**config.mk**
```make
export PLATFORM = sky130hd
export DESIGN_NAME = dt_search_ctrl
export DESIGN_NICKNAME = d
export VERILOG_FILES = /design/src/rtl/dts_pkg.sv /design/src/rtl/dts_timer.sv /design/src/rtl/dts_judge.sv /design/src/rtl/dt_search_ctrl.sv
export SDC_FILE = /design/constraint.sdc
export NUM_CORES = 1
export LEC_CHECK = 0
export ABC_AREA = 1
export ABC_CLOCK_PERIOD_IN_PS = 3200
export BUFFER_PORTS_ARGS = -buffer_cell sky130_fd_sc_hd__buf_2
export CELL_PAD_IN_SITES_DETAIL_PLACEMENT = 1
export CELL_PAD_IN_SITES_GLOBAL_PLACEMENT = 1
export CORE_MARGIN = 2
export CORE_UTILIZATION = 35
export CTS_CLUSTER_DIAMETER = 60
export DETAILED_ROUTE_END_ITERATION = 16
export GPL_ROUTABILITY_DRIVEN = 0
export GPL_TIMING_DRIVEN = 0
export PLACE_DENSITY_LB_ADDON = 0.1
export SYNTH_ARGS = -nofsm -noshare
export SYNTH_HDL_FRONTEND = slang
export SYNTH_SLANG_ARGS = --single-unit
```
**constraint.sdc**
```tcl
create_clock -name clk -period 3.2 [get_ports clk]
set_input_delay 0.16 -clock clk [delete_from_list [all_inputs] [get_ports clk]]
set_output_delay 0.16 -clock clk [all_outputs]
set_load 0.005 [all_outputs]
```
**src/rtl/dts_pkg.sv**
```systemverilog
package dts_pkg;
  typedef enum logic [2:0] {
    S_IDLE,
    S_DISCH,
    S_SETTLE,
    S_CONV,
    S_EVAL
  } dts_state_e;
endpackage

```
**src/rtl/dts_timer.sv**
```systemverilog
module dts_timer #(
  parameter int CNT_W = 16
) (
  input  logic             clk,
  input  logic             rst_n,
  input  logic             run_i,
  input  logic [CNT_W-1:0] limit_i,
  output logic             hit_o
);
  logic [CNT_W-1:0] cnt_q;

  assign hit_o = run_i && (cnt_q == limit_i);

  always_ff @(posedge clk or negedge rst_n) begin
    if (!rst_n)                cnt_q <= '0;
    else if (!run_i || hit_o)  cnt_q <= '0;
    else                       cnt_q <= cnt_q + 1'b1;
  end

  // window counter never passes its limit
  p_cnt_bound_r3: assert property (@(posedge clk) disable iff (!rst_n)
    run_i |-> cnt_q <= limit_i);
endmodule

```
**src/rtl/dts_judge.sv**
```systemverilog
module dts_judge #(
  parameter int ADC_W       = 12,
  parameter int RISE_MARGIN = 8
) (
  input  logic             clk,
  input  logic             rst_n,
  input  logic             clear_i,
  input  logic             eval_i,
  input  logic [ADC_W-1:0] sample_i,
  output logic             rise_o
);
  logic [ADC_W-1:0] min_q;
  logic             have_min_q;

  function automatic logic exceeds(input logic [ADC_W-1:0] s,
                                   input logic [ADC_W-1:0] m);
    return {1'b0, s} > ({1'b0, m} + (ADC_W+1)'(RISE_MARGIN));
  endfunction

  assign rise_o = have_min_q && exceeds(sample_i, min_q);

  always_ff @(posedge clk or negedge rst_n) begin
    if (!rst_n) begin
      min_q      <= '0;
      have_min_q <= 1'b0;
    end else if (clear_i) begin
      have_min_q <= 1'b0;
    end else if (eval_i && !rise_o) begin
      have_min_q <= 1'b1;
      if (!have_min_q || sample_i < min_q) min_q <= sample_i;
    end
  end

  // the running minimum never grows inside a search
  p_min_mono_r5: assert property (@(posedge clk) disable iff (!rst_n)
    (have_min_q && !clear_i) |=> min_q <= $past(min_q));
endmodule

```
**src/rtl/dt_search_ctrl.sv**
```systemverilog
module dt_search_ctrl #(
  parameter int CODE_W      = 8,
  parameter int START_CODE  = 75,
  parameter int STEP_CODE   = 5,
  parameter int FLOOR_CODE  = 10,
  parameter int ADC_W       = 12,
  parameter int RISE_MARGIN = 8,
  parameter int DIS_CYC     = 30000,
  parameter int SETTLE_CYC  = 20000
) (
  input  logic              clk,
  input  logic              rst_n,
  input  logic              start_i,
  output logic [CODE_W-1:0] dt_code_o,
  output logic              discharge_o,
  output logic              adc_req_o,
  input  logic              adc_rdy_i,
  input  logic [ADC_W-1:0]  adc_data_i,
  output logic              done_o,
  output logic              busy_o,
  output logic              floor_err_o
);
  import dts_pkg::*;

  localparam int MAX_WIN = (DIS_CYC > SETTLE_CYC) ? DIS_CYC : SETTLE_CYC;
  localparam int CNT_W   = $clog2(MAX_WIN + 1);

  dts_state_e        state_q;
  logic [CODE_W-1:0] dt_q;
  logic [ADC_W-1:0]  samp_q;
  logic              done_q, err_q;

  function automatic logic [CODE_W-1:0] step_down(input logic [CODE_W-1:0] c);
    return c - CODE_W'(STEP_CODE);
  endfunction
  function automatic logic [CODE_W-1:0] step_up(input logic [CODE_W-1:0] c);
    return c + CODE_W'(STEP_CODE);
  endfunction
  function automatic logic below_limit(input logic [CODE_W-1:0] c);
    return {1'b0, c} < (CODE_W+1)'(FLOOR_CODE + STEP_CODE);
  endfunction

  // named internal events
  logic start_acc_w, win_run_w, win_hit_w, rise_w, at_floor_w, eval_w;
  logic [CNT_W-1:0] win_lim_w;

  assign start_acc_w = start_i && (state_q == S_IDLE);
  assign win_run_w   = (state_q == S_DISCH) || (state_q == S_SETTLE);
  assign win_lim_w   = (state_q == S_DISCH) ? CNT_W'(DIS_CYC - 1) : CNT_W'(SETTLE_CYC - 1);
  assign eval_w      = (state_q == S_EVAL);
  assign at_floor_w  = below_limit(dt_q);

  dts_timer #(.CNT_W(CNT_W)) u_timer (
    .clk(clk), .rst_n(rst_n), .run_i(win_run_w), .limit_i(win_lim_w), .hit_o(win_hit_w)
  );

  dts_judge #(.ADC_W(ADC_W), .RISE_MARGIN(RISE_MARGIN)) u_judge (
    .clk(clk), .rst_n(rst_n), .clear_i(start_acc_w), .eval_i(eval_w),
    .sample_i(samp_q), .rise_o(rise_w)
  );

  always_ff @(posedge clk or negedge rst_n) begin
    if (!rst_n) begin
      state_q <= S_IDLE;
      dt_q    <= CODE_W'(START_CODE);
      samp_q  <= '0;
      done_q  <= 1'b0;
      err_q   <= 1'b0;
    end else begin
      done_q <= 1'b0;
      unique case (state_q)
        S_IDLE: if (start_acc_w) begin
          dt_q    <= CODE_W'(START_CODE);
          err_q   <= 1'b0;
          state_q <= S_DISCH;
        end
        S_DISCH:  if (win_hit_w) state_q <= S_SETTLE;
        S_SETTLE: if (win_hit_w) state_q <= S_CONV;
        S_CONV: if (adc_rdy_i) begin
          samp_q  <= adc_data_i;
          state_q <= S_EVAL;
        end
        S_EVAL: begin
          if (rise_w) begin
            dt_q    <= step_up(dt_q);
            done_q  <= 1'b1;
            state_q <= S_IDLE;
          end else if (at_floor_w) begin
            err_q   <= 1'b1;
            done_q  <= 1'b1;
            state_q <= S_IDLE;
          end else begin
            dt_q    <= step_down(dt_q);
            state_q <= S_DISCH;
          end
        end
        default: state_q <= S_IDLE;
      endcase
    end
  end

  assign dt_code_o   = dt_q;
  assign busy_o      = (state_q != S_IDLE);
  assign discharge_o = !((state_q == S_SETTLE) || (state_q == S_CONV));
  assign adc_req_o   = (state_q == S_CONV);
  assign done_o      = done_q;
  assign floor_err_o = err_q;

  // idle always discharges
  p_dis_idle_r10: assert property (@(posedge clk) disable iff (!rst_n)
    !busy_o |-> discharge_o);
  // request only while the detector holds its peak
  p_req_hold_peak_r10: assert property (@(posedge clk) disable iff (!rst_n)
    adc_req_o |-> !discharge_o);
  // request not dropped before ready
  p_req_wait_r4: assert property (@(posedge clk) disable iff (!rst_n)
    (adc_req_o && !adc_rdy_i) |=> adc_req_o);
  // release of the switch starts a settle window, not a conversion
  p_settle_first_r3: assert property (@(posedge clk) disable iff (!rst_n)
    $fell(discharge_o) |-> !adc_req_o);
  // done is a single pulse
  p_done_pulse_r9: assert property (@(posedge clk) disable iff (!rst_n)
    done_o |=> !done_o);
  // result holds while idle
  p_hold_r9: assert property (@(posedge clk) disable iff (!rst_n)
    (!busy_o && !start_i) |=> ($stable(dt_code_o) && $stable(floor_err_o)));
  // error only reported at the floor
  p_err_floor_r8: assert property (@(posedge clk) disable iff (!rst_n)
    (done_o && floor_err_o) |-> below_limit(dt_code_o));
  // code never goes under the floor
  p_code_min_r8: assert property (@(posedge clk) disable iff (!rst_n)
    dt_code_o >= CODE_W'(FLOOR_CODE));
endmodule

```
==> flow_summary.ini, run 1 <==
[pwr]
switching_share_pct = 45.33
power_frac_comb_pct = 59.5
p_int_uw = 2310
cellPowerDensity_nw_per_um2 = 1004
peakVddDrop_v = 0.0005633
power_leakage_uw = 0.002082
pwr-share-clk_pct = 13.1
seq_power_share_pct = 27.4
p_sw_uw = 1915

[synth]
seq_area_frac_synth_pct = 39.45
synth_seq_cells = 53
postSynthAreaPerCell_um2 = 7.793
ys_types = 36
synth_area_leader_cell = dfrtp_1
synthArstFlopShare_pct = 100.0
synth_fp_nets = 479
syn_inst = 433
ys_warn_count = 0
synth_ff_type = dfrtp_1
synth_edf_count = 0
netlist_area_um2 = 3374
ys_top_cells_by_area = dfrtp_1 36%, nand2_1 15%, ha_1 11%
synth_top_area_share_pct = 36.34

[global_routing]
grt_pass1_wl_um = 15390
grt_antenna_before_repair = 0
grt_usage_pct = 18.66
grt_pass1_vias = 3262
grt_max_degree = 54
overflow = 0

[place]
dp_hpwl_um = 6351
portBuffers = 28

[setup_path]
cp_max_fo = 7
worst_path_largest_cell_delay_ns = 0.38
slowest_stage = dfrtp_1
critical_path_class = flip-flop to flip-flop
cp_top_family = simple AND/OR/NAND/NOR gates
worst_setup_path_end_kind = flip-flop
critPathRequiredTime_ns = 3.42
critPathLaunchType = flip-flop
crit_buf_inv = 3
timing.reg2reg.setup_slack_ns = 0.008
path_common_cell = nand2_2
critPathArrivalTime_ns = 3.41
crit_chain = ha_2, nand2_2, nor2_4, nand3_2, buf_4, xor2_1, ha_1, nand3_2, inv_2, nand2_2, a21oi_2, nand2_2, nand2_4, nand2_8, ha_4, nand3_1, nand2_2, a21oi_2, o21bai_1, buf_4, nand2_2, nand3_2, nand2_1

[finish]
multi_input_area_um2 = 2044
regArea_um2 = 1331
syn2layout_area_growth_pct = 24.66
nFillCells = 1157
fin_nets = 534
drive_above_1_share_pct = 24.13
diodes = 0
final_util_pct = 45.31

[detailed_routing]
drt-wirelength-per-cell_um = 14.38
drc_errors = 0
met1_length_um = 4059
drt_iter0_drc = 50
firstDrtPassIters = 4
antenna_left = 0
met2_length_um = 4550
via_count = 3011
avgViaCountPerCell = 4.872
route.met3.wl_um = 159
drt_wl_total_um = 8885
topRoutingLayerUsed = met4

[sta]
setup_violations = 0
rsz0062_at_grt = true
period_needed_ns = 3.192
fin_crit_sh_pct = 99.76
fin_setup_tns_ns = 0
fin_worst_skew_ns = 0.008438
maxSlewHeadroom_pct = 53.36
worst_pin_slew_ns = 0.6997
fmax_ghz = 0.3133
final-max-slew-violation-count = 0
hold_viol_final = 0

[floorplan]
ioPinCount = 29
dieArea_um2 = 10440
fp.dieW_um = 102.2
std_cell_rows = 35
core_um2 = 9284
start_util_pct = 36.35
die_y_um = 102.2

[clock_network]
cts_sinks = 53
cts_root_buf = clkbuf_8
numCtsBuffers = 5
clk_latency_ns = 0.32
htree_levels = 2
cts_tree = done
cts.clk_slew.worst_paths_ns = 0.10
clock_path_buffers = 2

[worst_hold_path]
hold_class = primary input to flip-flop

[status]
status = completed

[flow_run]
drv_cap = 0
[worst paths after layout]
kind	cells past startpoint	endpoint	start
min reg2reg	1	u_timer.cnt_q[0]$_DFF_PN0_	u_timer.cnt_q[0]$_DFF_PN0_
min	3	samp_q[6]$_DFFE_PN0P_	adc_data_i[6]
max	23	dt_code_o[5]$_DFFE_PN0P_	u_judge.min_q[3]$_DFFE_PN0P_
max in group asynchronous	2	u_judge.min_q[0]$_DFFE_PN0P_	rst_n
max reg2reg	23	dt_code_o[5]$_DFFE_PN0P_	u_judge.min_q[3]$_DFFE_PN0P_
min in group asynchronous	2	samp_q[7]$_DFFE_PN0P_	rst_n
[power groups by stage]
stage	Clock [µW]	Combinational (µW)	Sequential, µW
final	554	2510	1160
after global routing	600	2870	1200
after CTS	568	2330	1160
after detailed placement	0	1920	1170
after global placement	0	1850	1160
after floorplan	0	1430	1100
[cells in the mapped netlist (all sizes together), types with 3 or more instances]
cell / number
a21oi: 20
a31oi: 4
buf: 6
dfrtp: 49
dfstp: 4
ha: 29
inv: 48
nand2: 138
nand3: 39
nand4: 6
nor2: 38
nor3: 10
nor3b: 6
o21ai: 13
or2: 3
xor2: 11
[sequential cells by signal, indices dropped and copies added, names as in the netlist]
register	count
u_timer.cnt_q	15
state_q	3
done_o	1
samp_q	12
floor_err_o	1
dt_code_o	8
u_judge.min_q	12
u_judge.have_min_q	1
[timing repair]
item | CTS | global route
hold buffers | 0 | 1
gates resized for setup | 33 | 13
pin swaps | 17 | 28
buffers inserted | 14 | 5
setup endpoints to repair | 7 | 8
endpoints found under the hold margin | 0 | 49
[tightest hold or removal path, stage by stage]
cell,delay (ns)
buf_2,0.07
nand2_1,0.04
nand2_1,0.05
[through the flow]
stage / worst slack, ns / cell area [µm²] / power, µW / std cells / hold WS [ns]
4_1_cts: -0.09140 / 4094 / 4059 / 612 / 0.03475
3_3_place_gp: -0.4722 / 3701 / 3006 / 590 / 0.3588
6_report: 0.007725 / 4207 / 4225 / 618 / 0.03418
3_5_place_dp: -0.5556 / 3701 / 3083 / 590 / 0.3625
5_1_grt: -0.2508 / 4207 / 4665 / 618 / 0.02655
2_1_floorplan: 0.03207 / 3400 / 2526 / 433 / -0.1356
[layout by cell type, fill, tap and decap left out, types with 4 or more instances in the layout]
cell type | Yosys | final
nand4_1 | 6 | 6
nor2_4 | 2 | 4
xor2_1 | 11 | 11
o21ai_0 | 10 | 9
ha_4 | 0 | 6
buf_4 | 0 | 19
nor2_1 | 36 | 34
dfstp_2 | 4 | 4
nand3_1 | 36 | 32
buf_2 | 3 | 30
nor3_1 | 9 | 7
nor3b_1 | 5 | 5
nand2_1 | 132 | 124
ha_1 | 29 | 22
dfrtp_1 | 49 | 49
clkbuf_8 | 0 | 5
a21oi_1 | 18 | 12
nand3_2 | 3 | 7
inv_1 | 47 | 46
a21oi_2 | 2 | 5
nand2_2 | 4 | 10
[per-layer routing]
| layer | track usage (%) | vias to the layer above |
|---|---|---|
| met5 | 0 | - |
| met4 | 4.513 | 0 |
| met3 | 2.668 | 8 |
| met2 | 34.11 | 22 |
| met1 | 23.17 | 1471 |
| li1 | - | 1510 |
[cell families (layout without fill, tap and decap cells)]
family,count (synthesis),count (layout),share of synthesized area [%]
AO/OA/AOI/OAI,42,42,7.008
XOR/XNOR,12,12,3.115
adder cells (fa/ha/maj),30,30,11.35
buffers and inverters,55,111,7.007
flip-flops,53,53,39.45
multiplexers,1,1,0.2966
AND/OR/NAND/NOR,240,240,31.78
[layout make-up]
class	instances	area share [%]
inverters	48	4.283
repair buffers	48	7.109
well taps	129	3.837
plain buffers	7	1.338
clock inverters	3	1.547
multi-input cells	325	48.60
flip-flops and latches	53	31.65
clock buffers	5	1.636
(Power assumes the default switching activity.)
==> run 2: changes to the inputs <==
--- a/config.mk
+++ b/config.mk
@@ -17,6 +17,7 @@
 export GPL_ROUTABILITY_DRIVEN = 0
 export GPL_TIMING_DRIVEN = 0
 export PLACE_DENSITY_LB_ADDON = 0.1
+export SETUP_SLACK_MARGIN = 0.02
 export SYNTH_ARGS = -nofsm -noshare
 export SYNTH_HDL_FRONTEND = slang
 export SYNTH_SLANG_ARGS = --single-unit
==> flow_summary.ini, run 2 (synthesized netlist as in run 1, its figures left out) <==
[sta]
whs_ns = 0.03620
worst_pin_slew_ns = 0.6991
fin_crit_sh_pct = 99.39
period_needed_ns = 3.180
fin_ws_ns = 0.01966
hold_viol_final = 0
final-max-slew-violation-count = 0
maxSlewHeadroom_pct = 53.39
fin_setup_tns_ns = 0
rsz0062_at_grt = true
setup_violations = 0
fmax_ghz = 0.3144
fin_worst_skew_ns = 0.008150

[clock_network]
cts_sinks = 53
clock_path_buffers = 2
clk_latency_ns = 0.31
cts_root_buf = clkbuf_8
numCtsBuffers = 5
htree_levels = 2
cts.clk_slew.worst_paths_ns = 0.10
cts_tree = done

[detailed_routing]
drt_wl_total_um = 8914
route.met3.wl_um = 156
antenna_left = 0
met2_length_um = 4566
drc_errors = 0
avgViaCountPerCell = 4.885
drt_iter0_drc = 49
firstDrtPassIters = 4
met1_length_um = 4075
via_count = 3014
drt-wirelength-per-cell_um = 14.45
topRoutingLayerUsed = met4

[finish]
most-common-layout-cells = 125 x nand2_1, 49 x dfrtp_1, 46 x inv_1
nFillCells = 1162
largest_register = u_timer.cnt_q
diodes = 0
final_common_cell = nand2_1
largest_reg_flops = 15
reg.largest.list = u_timer.cnt_q (15), samp_q (12), u_judge.min_q (12)
final_cell_area_um2 = 4197
syn2layout_area_growth_pct = 24.36
fin_nets = 533
drive_above_1_share_pct = 23.77

[setup_path]
rr_worst_depth = 23
cp_max_fo = 8
rr_endpoint = dt_code_o[5]$_DFFE_PN0P_
worst_setup_path_end_kind = flip-flop
critPathRequiredTime_ns = 3.42
critical_path_class = flip-flop to flip-flop
timing.reg2reg.setup_slack_ns = 0.02
critPathLaunchType = flip-flop
r2r-start = u_judge.min_q[3]$_DFFE_PN0P_
critPathArrivalTime_ns = 3.40

[floorplan]
dieArea_um2 = 10440
ioPinCount = 29
die_y_um = 102.2
start_util_pct = 36.35
std_cell_rows = 35
core_um2 = 9284
fp.dieW_um = 102.2

[flow_run]
drv_cap = 0

[global_routing]
grt_pass1_vias = 3257
overflow = 0
grt_pass1_wl_um = 15450
grt_max_degree = 54
grt_usage_pct = 18.75
grt_antenna_before_repair = 0

[place]
place_area_um2 = 3701
dp_hpwl_um = 6351
portBuffers = 28
dp_slack_ns = -0.5556

[worst_hold_path]
min_from = adc_data_i[6]
hold_class = primary input to flip-flop
whs_endpoint = samp_q[6]$_DFFE_PN0P_
hold_depth = 3

[pwr]
power_leakage_uw = 0.002078
p_total_uw = 4222
cellPowerDensity_nw_per_um2 = 1006
peakVddDrop_v = 0.0006204

[status]
status = completed
[run 2: how the worst max path moves through the flow]
stage | startpoint | end | slack (ns) | cells after the start
floorplan | u_judge.min_q[3]$_DFFE_PN0P_ | dt_code_o[5]$_DFFE_PN0P_ | 0.03 | 21
global placement | u_judge.min_q[3]$_DFFE_PN0P_ | dt_code_o[5]$_DFFE_PN0P_ | -0.47 | 22
detailed placement | u_judge.min_q[3]$_DFFE_PN0P_ | dt_code_o[5]$_DFFE_PN0P_ | -0.56 | 21
CTS | u_judge.min_q[3]$_DFFE_PN0P_ | dt_code_o[5]$_DFFE_PN0P_ | -0.09 | 21
global route | u_judge.min_q[3]$_DFFE_PN0P_ | dt_code_o[5]$_DFFE_PN0P_ | -0.25 | 23
finish | u_judge.min_q[3]$_DFFE_PN0P_ | dt_code_o[5]$_DFFE_PN0P_ | 0.02 | 23
[run 2: metrics by stage]
step,util [%],instances
after global placement,39.87,590
after detailed placement,39.87,590
after floorplan,-,433
after global routing,45.20,617
after CTS,44.22,612
final,45.20,617
[run 2: power by group]
group	switching (µW)	total, µW	internal (µW)	leakage, µW
Clock	242	553	311	0.0000681
Combinational	1420	2510	1090	0.00132
Sequential	258	1160	904	0.000692
[run 2: timing repair]
action / 4_1_cts / 5_1_grt
hold endpoints to repair: 0 / 49
hold buffers: 0 / 1
setup endpoints to repair: 7 / 8
pin swaps: 19 / 23
resized for setup: 35 / 10
buffers inserted: 14 / 4
[run 2: cell type report]
class                      count  area, µm²  area share (%)
clock buffer                   5      68.82           1.640
inverter                      48      180.2           4.293
sequential                    53       1331           31.72
clock inverter                 3      65.06           1.550
multi-input combinational    325       2042           48.66
tap                          129      161.4           3.846
timing repair buffer          47      291.5           6.947
buffer                         7      56.30           1.342
[run 2: critical path, stage by stage, from the launching register on]
cell and delay [ns]:
dfrtp_1 0.38, ha_2 0.19, nand2_2 0.07, nor2_4 0.11, nand3_2 0.10, buf_4 0.15
xor2_1 0.14, ha_1 0.29, nand3_2 0.10, inv_2 0.07, nand2_2 0.05, a21oi_2 0.12
nand2_2 0.11, nand2_4 0.11, nand2_8 0.10, ha_4 0.28, nand3_1 0.08, nand2_2 0.11
a21oi_2 0.05, o21bai_1 0.17, buf_4 0.14, nand2_2 0.04, nand3_2 0.06, nand2_1 0.04
[run 2: per-layer routing]
layer	vias to the layer above	GRT usage (%)
met2	24	34.21
met4	0	4.513
li1	1507	-
met3	8	2.668
met1	1475	23.34
met5	-	0
